File: src/rtl/nbc_pkg.sv
package nbc_pkg;

  typedef enum logic [2:0] {
    M_READ    = 3'd0,
    M_AUTOSEL = 3'd1,
    M_PROG    = 3'd2,
    M_ERASE   = 3'd3,
    M_SUSP    = 3'd4,
    M_SPROG   = 3'd5,
    M_FAULT   = 3'd6,
    M_LOCK    = 3'd7
  } mode_e;

  typedef enum logic [1:0] {
    RS_ARRAY  = 2'd0,
    RS_STATUS = 2'd1,
    RS_ID     = 2'd2
  } rsel_e;

  typedef enum logic [2:0] {
    Q_IDLE = 3'd0,
    Q_U1   = 3'd1,
    Q_U2   = 3'd2,
    Q_PSET = 3'd3,
    Q_E1   = 3'd4,
    Q_E2   = 3'd5,
    Q_E3   = 3'd6
  } seq_e;

  // classification of one write cycle
  typedef struct packed {
    logic unl1;     // first unlock byte at its address
    logic unl2;     // second unlock byte at its address
    logic at_cmd;   // low address is the command address
    logic reset;
    logic prog;
    logic setup;
    logic autosel;
    logic suspend;
    logic go;       // erase confirm / resume byte
  } wcls_t;

  localparam logic [7:0] D_UNL1    = 8'hAA;
  localparam logic [7:0] D_UNL2    = 8'h55;
  localparam logic [7:0] D_PROG    = 8'hA0;
  localparam logic [7:0] D_SETUP   = 8'h80;
  localparam logic [7:0] D_AUTOSEL = 8'h90;
  localparam logic [7:0] D_RESET   = 8'hF0;
  localparam logic [7:0] D_SUSPEND = 8'hB0;
  localparam logic [7:0] D_GO      = 8'h30;

endpackage

File: src/rtl/nbc_decode.sv
module nbc_decode
  import nbc_pkg::*;
#(
  parameter int LOW_W = 12
) (
  input  logic [LOW_W-1:0] lo_addr_i,
  input  logic [7:0]       data_i,
  output wcls_t            cls_o
);
  localparam logic [LOW_W-1:0] A_CMD = LOW_W'(12'h555);
  localparam logic [LOW_W-1:0] A_ALT = LOW_W'(12'h2AA);

  always_comb begin
    cls_o.at_cmd  = (lo_addr_i == A_CMD);
    cls_o.unl1    = (lo_addr_i == A_CMD) && (data_i == D_UNL1);
    cls_o.unl2    = (lo_addr_i == A_ALT) && (data_i == D_UNL2);
    cls_o.reset   = (data_i == D_RESET);
    cls_o.prog    = (data_i == D_PROG);
    cls_o.setup   = (data_i == D_SETUP);
    cls_o.autosel = (data_i == D_AUTOSEL);
    cls_o.suspend = (data_i == D_SUSPEND);
    cls_o.go      = (data_i == D_GO);
  end
endmodule

File: src/rtl/nbc_fsm.sv
module nbc_fsm
  import nbc_pkg::*;
#(
  parameter int SECT_W = 4
) (
  input  logic              clk,
  input  logic              rst_n,
  input  logic              wr_en_i,
  input  wcls_t             cls_i,
  input  logic [SECT_W-1:0] wr_sect_i,
  input  logic              alg_done_i,
  input  logic              alg_fail_i,
  output mode_e             mode_o,
  output logic [SECT_W-1:0] sect_o,
  output logic              prog_start_o,
  output logic              erase_start_o
);
  mode_e             mode_q, mode_d, ret_mode;
  seq_e              seq_q, seq_d;
  logic              susp_q, susp_d;
  logic [SECT_W-1:0] sect_q;
  logic              sect_en, ps_d, es_d, ps_q, es_q, bad;

  // next-state process
  always_comb begin
    mode_d   = mode_q;
    seq_d    = seq_q;
    susp_d   = susp_q;
    sect_en  = 1'b0;
    ps_d     = 1'b0;
    es_d     = 1'b0;
    bad      = 1'b0;
    ret_mode = susp_q ? M_SUSP : M_READ;
    case (mode_q)
      M_READ, M_SUSP: begin
        if (wr_en_i) begin
          if (cls_i.reset) begin
            seq_d = Q_IDLE;
          end else begin
            case (seq_q)
              Q_IDLE: begin
                if (cls_i.unl1) seq_d = Q_U1;
                else if (susp_q && cls_i.go) begin
                  mode_d = M_ERASE;
                  susp_d = 1'b0;
                end
              end
              Q_U1: if (cls_i.unl2) seq_d = Q_U2; else bad = 1'b1;
              Q_U2: begin
                if (cls_i.at_cmd && cls_i.prog) seq_d = Q_PSET;
                else if (cls_i.at_cmd && cls_i.autosel) begin
                  mode_d = M_AUTOSEL;
                  seq_d  = Q_IDLE;
                end else if (cls_i.at_cmd && cls_i.setup && !susp_q) seq_d = Q_E1;
                else bad = 1'b1;
              end
              Q_PSET: begin
                ps_d   = 1'b1;
                mode_d = susp_q ? M_SPROG : M_PROG;
                seq_d  = Q_IDLE;
              end
              Q_E1: if (cls_i.unl1) seq_d = Q_E2; else bad = 1'b1;
              Q_E2: if (cls_i.unl2) seq_d = Q_E3; else bad = 1'b1;
              Q_E3: begin
                if (cls_i.go) begin
                  es_d    = 1'b1;
                  sect_en = 1'b1;
                  mode_d  = M_ERASE;
                  seq_d   = Q_IDLE;
                end else bad = 1'b1;
              end
              default: seq_d = Q_IDLE;
            endcase
            if (bad) begin
              mode_d = M_LOCK;
              seq_d  = Q_IDLE;
            end
          end
        end
      end
      M_AUTOSEL, M_LOCK, M_FAULT: begin
        if (wr_en_i && cls_i.reset) mode_d = ret_mode;
      end
      M_PROG, M_ERASE, M_SPROG: begin
        if (alg_fail_i) mode_d = M_FAULT;
        else if (alg_done_i) mode_d = (mode_q == M_SPROG) ? M_SUSP : M_READ;
        else if (mode_q == M_ERASE && wr_en_i && cls_i.suspend) begin
          mode_d = M_SUSP;
          susp_d = 1'b1;
        end
      end
      default: mode_d = M_READ;
    endcase
  end

  // register process
  always_ff @(posedge clk or negedge rst_n) begin
    if (!rst_n) begin
      mode_q <= M_READ;
      seq_q  <= Q_IDLE;
      susp_q <= 1'b0;
      ps_q   <= 1'b0;
      es_q   <= 1'b0;
      sect_q <= '0;
    end else begin
      mode_q <= mode_d;
      seq_q  <= seq_d;
      susp_q <= susp_d;
      ps_q   <= ps_d;
      es_q   <= es_d;
      if (sect_en) sect_q <= wr_sect_i;
    end
  end

  assign mode_o        = mode_q;
  assign sect_o        = sect_q;
  assign prog_start_o  = ps_q;
  assign erase_start_o = es_q;
endmodule

File: src/rtl/nbc_rdsel.sv
module nbc_rdsel
  import nbc_pkg::*;
#(
  parameter int SECT_W = 4
) (
  input  mode_e             mode_i,
  input  logic [SECT_W-1:0] rd_sect_i,
  input  logic [SECT_W-1:0] susp_sect_i,
  output rsel_e             sel_o
);
  always_comb begin
    case (mode_i)
      M_READ:    sel_o = RS_ARRAY;
      M_AUTOSEL: sel_o = RS_ID;
      M_SUSP:    sel_o = (rd_sect_i == susp_sect_i) ? RS_STATUS : RS_ARRAY;
      default:   sel_o = RS_STATUS;
    endcase
  end
endmodule

File: src/rtl/nbc_bank_ctrl.sv
module nbc_bank_ctrl
  import nbc_pkg::*;
#(
  parameter int ADDR_W = 16,
  parameter int SECT_W = 4
) (
  input  logic              clk,
  input  logic              rst_n,
  input  logic              wr_en_i,
  input  logic [ADDR_W-1:0] wr_addr_i,
  input  logic [7:0]        wr_data_i,
  input  logic [SECT_W-1:0] rd_sect_i,
  input  logic              alg_done_i,
  input  logic              alg_fail_i,
  output logic [2:0]        mode_o,
  output logic [1:0]        rd_sel_o,
  output logic              prog_start_o,
  output logic              erase_start_o,
  output logic              fail_flag_o
);
  localparam int LOW_W = ADDR_W - SECT_W;

  logic [1:0]        rst_sync_q;
  logic              rst_int_n;
  wcls_t             cls;
  mode_e             mode;
  rsel_e             rsel;
  logic [SECT_W-1:0] susp_sect;

  // asynchronous assert, synchronous release
  always_ff @(posedge clk or negedge rst_n) begin
    if (!rst_n) rst_sync_q <= 2'b00;
    else        rst_sync_q <= {rst_sync_q[0], 1'b1};
  end
  assign rst_int_n = rst_sync_q[1];

  nbc_decode #(.LOW_W(LOW_W)) i_decode (
    .lo_addr_i (wr_addr_i[LOW_W-1:0]),
    .data_i    (wr_data_i),
    .cls_o     (cls)
  );

  nbc_fsm #(.SECT_W(SECT_W)) i_fsm (
    .clk           (clk),
    .rst_n         (rst_int_n),
    .wr_en_i       (wr_en_i),
    .cls_i         (cls),
    .wr_sect_i     (wr_addr_i[ADDR_W-1:LOW_W]),
    .alg_done_i    (alg_done_i),
    .alg_fail_i    (alg_fail_i),
    .mode_o        (mode),
    .sect_o        (susp_sect),
    .prog_start_o  (prog_start_o),
    .erase_start_o (erase_start_o)
  );

  nbc_rdsel #(.SECT_W(SECT_W)) i_rdsel (
    .mode_i      (mode),
    .rd_sect_i   (rd_sect_i),
    .susp_sect_i (susp_sect),
    .sel_o       (rsel)
  );

  assign mode_o      = mode;
  assign rd_sel_o    = rsel;
  assign fail_flag_o = (mode == M_FAULT);
endmodule

File: config.mk
export PLATFORM = sky130hd
export DESIGN_NAME = nbc_bank_ctrl
export DESIGN_NICKNAME = d
export VERILOG_FILES = /design/src/rtl/nbc_pkg.sv /design/src/rtl/nbc_decode.sv /design/src/rtl/nbc_fsm.sv /design/src/rtl/nbc_rdsel.sv /design/src/rtl/nbc_bank_ctrl.sv
export SDC_FILE = /design/constraint.sdc
export NUM_CORES = 1
export LEC_CHECK = 0
export ABC_AREA = 1
export BUFFER_PORTS_ARGS = -buffer_cell sky130_fd_sc_hd__buf_2
export CORE_ASPECT_RATIO = 0.75
export CORE_MARGIN = 2
export CORE_UTILIZATION = 30
export DETAILED_ROUTE_END_ITERATION = 7
export PLACE_DENSITY_LB_ADDON = 0.1
export REMOVE_ABC_BUFFERS = 1
export SYNTH_ARGS = -nofsm -noshare
export SYNTH_HDL_FRONTEND = slang
export SYNTH_SLANG_ARGS = --single-unit
export TNS_END_PERCENT = 1
File: constraint.sdc
create_clock -name clk -period 1.4 [get_ports clk]
set_clock_uncertainty 0.15 [all_clocks]
set_input_delay 0.28 -clock clk [delete_from_list [all_inputs] [get_ports clk]]
set_output_delay 0.28 -clock clk [all_outputs]
set_load 0.05 [all_outputs]
* Yosys cells after proc, flatten, opt, wreduce, memory -nomap -nowiden
Index checks and enable logic that the tools add are counted.
** Word-level totals
- Output and inout bits :: 8
- Bits in latches :: 0
- Input bits :: 33
- Memories kept :: 0
- Logic and storage cells :: 132
- Register bits after elaboration :: 15
- Bits in writable memories :: 0
- Memory bits (read-only) :: 0
** Operators by class
- Mux-type cells :: 58
- Shift-type cells :: 0
- Divide/modulo/power cells :: 0
- Equality and inequality tests :: 46
- Order comparisons :: 0
- Bitwise gates (word level) :: 0
- $add $sub $neg :: 0
- Multiply operators :: 0
- Reductions and logical operators :: 21
** Operators with widths (count)
- 2-to-1 mux 3 bit :: 25
- equality test 8 bit, second input constant :: 6
- != test 4 x 2 -> 1 bit, second input constant :: 7
- 2-to-1 mux 1 bit :: 27
- equality test 3 bit, second input constant :: 7
- one-hot mux 3 bit (6 select lines) :: 1
- equality test 12 x 10 -> 1 bit, second input constant :: 1
- equality test 12 x 11 -> 1 bit, second input constant :: 1
- equality test 3 x 2 -> 1 bit, second input constant :: 4
- != test 2 bit, second input constant :: 6
- one-hot mux 3 bit (4 select lines) :: 1
- logical AND 1 bit :: 10
- AND reduction 10 bit :: 1
- one-hot mux 3 bit (3 select lines) :: 1
- AND reduction 9 bit :: 1
- equality test 8 x 6 -> 1 bit, second input constant :: 1
- equality test 8 x 7 -> 1 bit, second input constant :: 1
- != test 4 x 3 -> 1 bit, second input constant :: 2
- AND reduction 8 bit :: 1
- equality test 3 x 1 -> 1 bit, second input constant :: 2
- logical NOT 3 bit :: 2
- != test 2 x 1 -> 1 bit, second input constant :: 3
- != test 6 x 1 -> 1 bit, second input constant :: 1
- != test 6 x 5 -> 1 bit, second input constant :: 1
- 10 further kinds :: 12

* Longest topological paths before layout
- Depth in word-level cells :: 14
- Gate-level depth with buffers :: 13
- Depth with buffers taken out :: 13

* By module
Synthesis repeated with hierarchy kept, for this count alone.
** Unflattened totals
- Cells, all modules :: 235
- Area, all modules :: 1397.6 µm²
** Modules (own cells, without submodules)
- nbc_fsm :: sequential area each 325.3 µm², area each 947.2 µm², times used 1, cells an instance 140
- nbc_decode :: sequential area each 0.0 µm², area each 270.3 µm², times used 1, cells an instance 63
- nbc_rdsel :: sequential area each 0.0 µm², area each 116.4 µm², times used 1, cells an instance 27
- nbc_bank_ctrl :: sequential area each 50.0 µm², area each 63.8 µm², times used 1, cells an instance 5

* Worst setup path after synthesis
Ideal clock, no wire load.
- Kind :: register to output
- Start point :: reg i_fsm.mode_q[2], in the netlist i_fsm.mode_o[2]
- End point :: out rd_sel_o[0]
- Stages on the path, launching flop included :: 5
- Path slack :: -1.342 ns
- Buffers on the path :: 0
- Data required time :: 0.970 ns
- Arrival time :: 2.312 ns
- Path through :: dfrtp_1 inv_1 a211oi_1 nand2_1 o32ai_1
** Between the ends
- Longest elaborated chain between the ends :: 2
- Elaborated cells on any way between the ends :: 4
- Classes of those cells :: eq/ne: 2; mux: 1; reduce/logical: 1
** Ends and longest elaborated chain
- start: declaration :: line nbc_fsm.sv:18 : mode_e mode_q, mode_d, ret_mode;
- start signal: assignment :: line nbc_fsm.sv:106 : mode_q <= mode_d;
- equality test 3 bit, or another cell as far along :: line nbc_rdsel.sv:12 : case (mode_i)
- one-hot mux 2 bit (3 select lines) * :: line nbc_rdsel.sv:12
- end: declaration :: line nbc_bank_ctrl.sv:16 : output logic [1:0] rd_sel_o,
Every way passes the cells marked *; elsewhere a longest branch is shown, timed or not.

* Worst setup path in the final report
- Start point :: reg i_fsm.sect_q[3], in the netlist i_fsm.sect_o[3]
- End point :: out rd_sel_o[0]
** Between the ends
- Longest elaborated chain between the ends :: 3
** Ends and longest elaborated chain
- start: declaration :: line nbc_fsm.sv:21 : logic [SECT_W-1:0] sect_q;
- start signal: assignment :: line nbc_fsm.sv:111 : if (sect_en) sect_q <= wr_sect_i;
- equality test 4 bit :: line nbc_rdsel.sv:15 : M_SUSP: sel_o = (rd_sect_i == susp_sect_i) ? RS_STATUS : RS_ARRAY;
- 2-to-1 mux 1 bit :: line nbc_rdsel.sv:15
- one-hot mux 2 bit (3 select lines) :: line nbc_rdsel.sv:12
No other way between the ends.

==> qor.txt <==
Drc violations: 0
FMAX: 0.536 GHz
Max-cap viol count: 0
Post-Synth Simple-Gate Area: 47.5%
Largest net degree at the start of global routing: 14
Starting Density: 32.0%
Setup Viol. Count Final: 14
Hold Violations, Final: 0
P_leak: 1.09 nW
Final cell count without fillers: 348
WL final: 3440 µm
Sum Neg Setup Slack: -2.25 ns
Vias after detailed routing: 1530
Flop2flop setup slack: -0.19 ns
Largest family of logic cells by synthesized area: simple AND/OR/NAND/NOR gates
Failing checks: setup timing
Crit path max fanout: 2
Post-synthesis compound-gate area fraction: 8.90%
Yosys Warn Count: 0
Outcome: finished with violations
Core box area: 4130 µm²
TritonCTS Sinks: 15
Final WS setup: -0.466 ns
Reg2reg end: i_fsm.mode_o[1]
Post-Syn Instances: 214
Mapped Area: 1320 µm²
DP Area: 1850 µm²
Final period util: 133%
Die H: 61.5 µm
Critical path data arrival time: 1.44 ns
Most common cell after layout, fill and taps aside: nand2_1
Worst ir drop on vdd: 0.978 mV
Setup crit end kind: output pin
Routed Antenna Nets: 0
Post-Syn Area per Cell: 6.17 µm²
Clock Latency Late Sink: 0.25 ns
Setup Slack @ Placement: -0.405 ns
Crit start category: flip-flop
Die area: 4960 µm²
Clock root cell: clkbuf_8
Register area share after synthesis: 28.4%
Total GRT Usage: 16.0%
Yosys reg bits: 15
GP Congestion: 0.860
First-pass DRT Iterations: 4
Post-layout net count: 327
Mux contribution to synthesized area: 3.03%
Initial antenna violation count: 0
CTS clock-pin slew for the worst setup and hold paths: 0.06 ns
Layout cell share with drive strength beyond 1: 42.0%
Area Overhead vs Synth: 52.7%
Post-DP HPWL: 2940 µm
Final core occ: 48.8%
Global-route wire length before repair: 6130 µm
Vias in the first global route: 1406
Die width: 80.6 µm
Vias/cell: 4.40
Xor and xnor area share after synthesis: 1.33%
Worst setup path endpoint: rd_sel_o[0]
Placed cells: 343
Post-synth cell types: 30
Longest Clk Path Bufs: 2
Tmin final: 1.87 ns
Worst setup startpoint: i_fsm.sect_o[3]
Path type of the worst min-delay path: flip-flop to async pin
Setup CP Type: flip-flop to output pin
Drt wl/cell: 9.89 µm
Num rows: 20
Remaining Overflow, GRT: 0
R2r startpoint: i_fsm.mode_o[2]
Worst endpoint required time: 0.97 ns
Most frequent cells in the layout: nand2_1, buf_2, buf_4, inv_1, nor2_1
Port bufs: 40
PD cells: 1650 nW/µm²
Initial DRC count: 59
Number of inserted diodes: 0
RSZ-0062 raised after global routing: yes
R2R depth: 10
Total power: 3.33 mW
H-tree Lvls: 1
Final instance area: 2020 µm²
TritonCTS Buffers: 3
I/O pin cnt: 41
CTS tree: built
Synth Area in Adders: 0%
Final hold slack: 0.0534 ns
Pins Over Slew Limit: 0
## flip-flops by register name, indices dropped and copies added, names as in the netlist
| register | count |
|---|---|
| i_fsm.sect_o | 4 |
| i_fsm.prog_start_o | 1 |
| rst_sync_q | 2 |
| i_fsm.erase_start_o | 1 |
| i_fsm.susp_q | 1 |
| i_fsm.seq_q | 3 |
| i_fsm.mode_o | 3 |
## power breakdown
group / switching (mW) / total [mW] / internal [mW] / leakage (nW)
registers: 0.101 / 0.641 / 0.540 / 0.193
logic: 1.37 / 2.33 / 0.961 / 0.880
clock network: 0.151 / 0.350 / 0.200 / 0.0217
## worst max-delay path, stage by stage (launching register included)
cell and delay [ns]:
dfrtp_1 0.38, xor2_1 0.17, a211oi_2 0.14, nand2_1 0.08
o32ai_2 0.22, buf_6 0.20
## kinds of logic (layout without fill, tap and decap cells)
family	count (synthesis)	in the layout
and+or+nand+nor	135	135
buffers and inverters	37	116
AOI/OAI and AO/OA	20	20
DFF	15	15
muxes	4	4
xor gates and xnor gates	2	2
other	1	1
## metal layers
metal	GRT usage (%)	wire, µm	vias to the layer above	part of all wire, %
met5	0	0	-	0
met4	2.18	11	0	0.32
met3	3.52	198	3	5.8
met2	23.8	1350	31	39
met1	24.4	1880	662	55
li1	-	-	834	-
## worst min path at each step
stage / cells after the start / from / end / slack, ns
after floorplan: 0 / rst_n / rst_sync_q[0] / -0.17
after global placement: 1 / rst_n / rst_sync_q[0] / -0.08
after detailed placement: 1 / rst_n / rst_sync_q[1] / -0.08
after CTS: 0 / rst_sync_q[1] / i_fsm.sect_o[1] / 0.08
after global routing: 3 / wr_addr_i[15] / i_fsm.sect_o[3] / 0.1
final: 0 / rst_sync_q[1] / i_fsm.seq_q[1] / 0.05
## timing repair
item / in CTS / in global routing
buffers inserted: 0 / 0
hold buffers: 1 / 0
gates resized for setup: 26 / 12
endpoints found under the hold margin: 2 / 0
pin swaps: 4 / 3
endpoints found under the setup margin: 15 / 17
## cell usage after synthesis
library cell,count,area share (%)
nand2_1,62,18
inv_1,32,9.1
nor2_1,28,8.0
nand3_1,18,6.8
dfrtp_1,15,28
nor3_1,6,2.3
a21oi_1,5,1.9
nor2_4,5,4.3
inv_2,4,1.1
mux2i_1,4,3.0
nand2_2,4,1.9
nor2_2,4,1.9
o21ai_0,4,1.5
o21ai_1,4,1.5
nand4_1,3,1.4
a31oi_1,2,0.95
a211oi_1,1,0.57
a21boi_0,1,0.57
a21oi_2,1,0.66
clkbuf_1,1,0.28
conb_1,1,0.28
nand2_4,1,0.85
nand3_2,1,0.76
nand3b_1,1,0.57
nor3_2,1,0.76
o211ai_1,1,0.57
o32ai_1,1,0.66
or2_1,1,0.47
xnor2_1,1,0.66
xor2_1,1,0.66
## layout make-up
cell class	count	area, µm²
Clock buffer	3	41.3
Clock inverter	1	7.51
Sequential cell	15	378
Multi-Input combinational cell	162	878
Tap cell	55	68.8
Timing Repair Buffer	76	508
Fill cell	441	2110
Inverter	36	135
No activity file was read; power rests on OpenSTA's default activity.
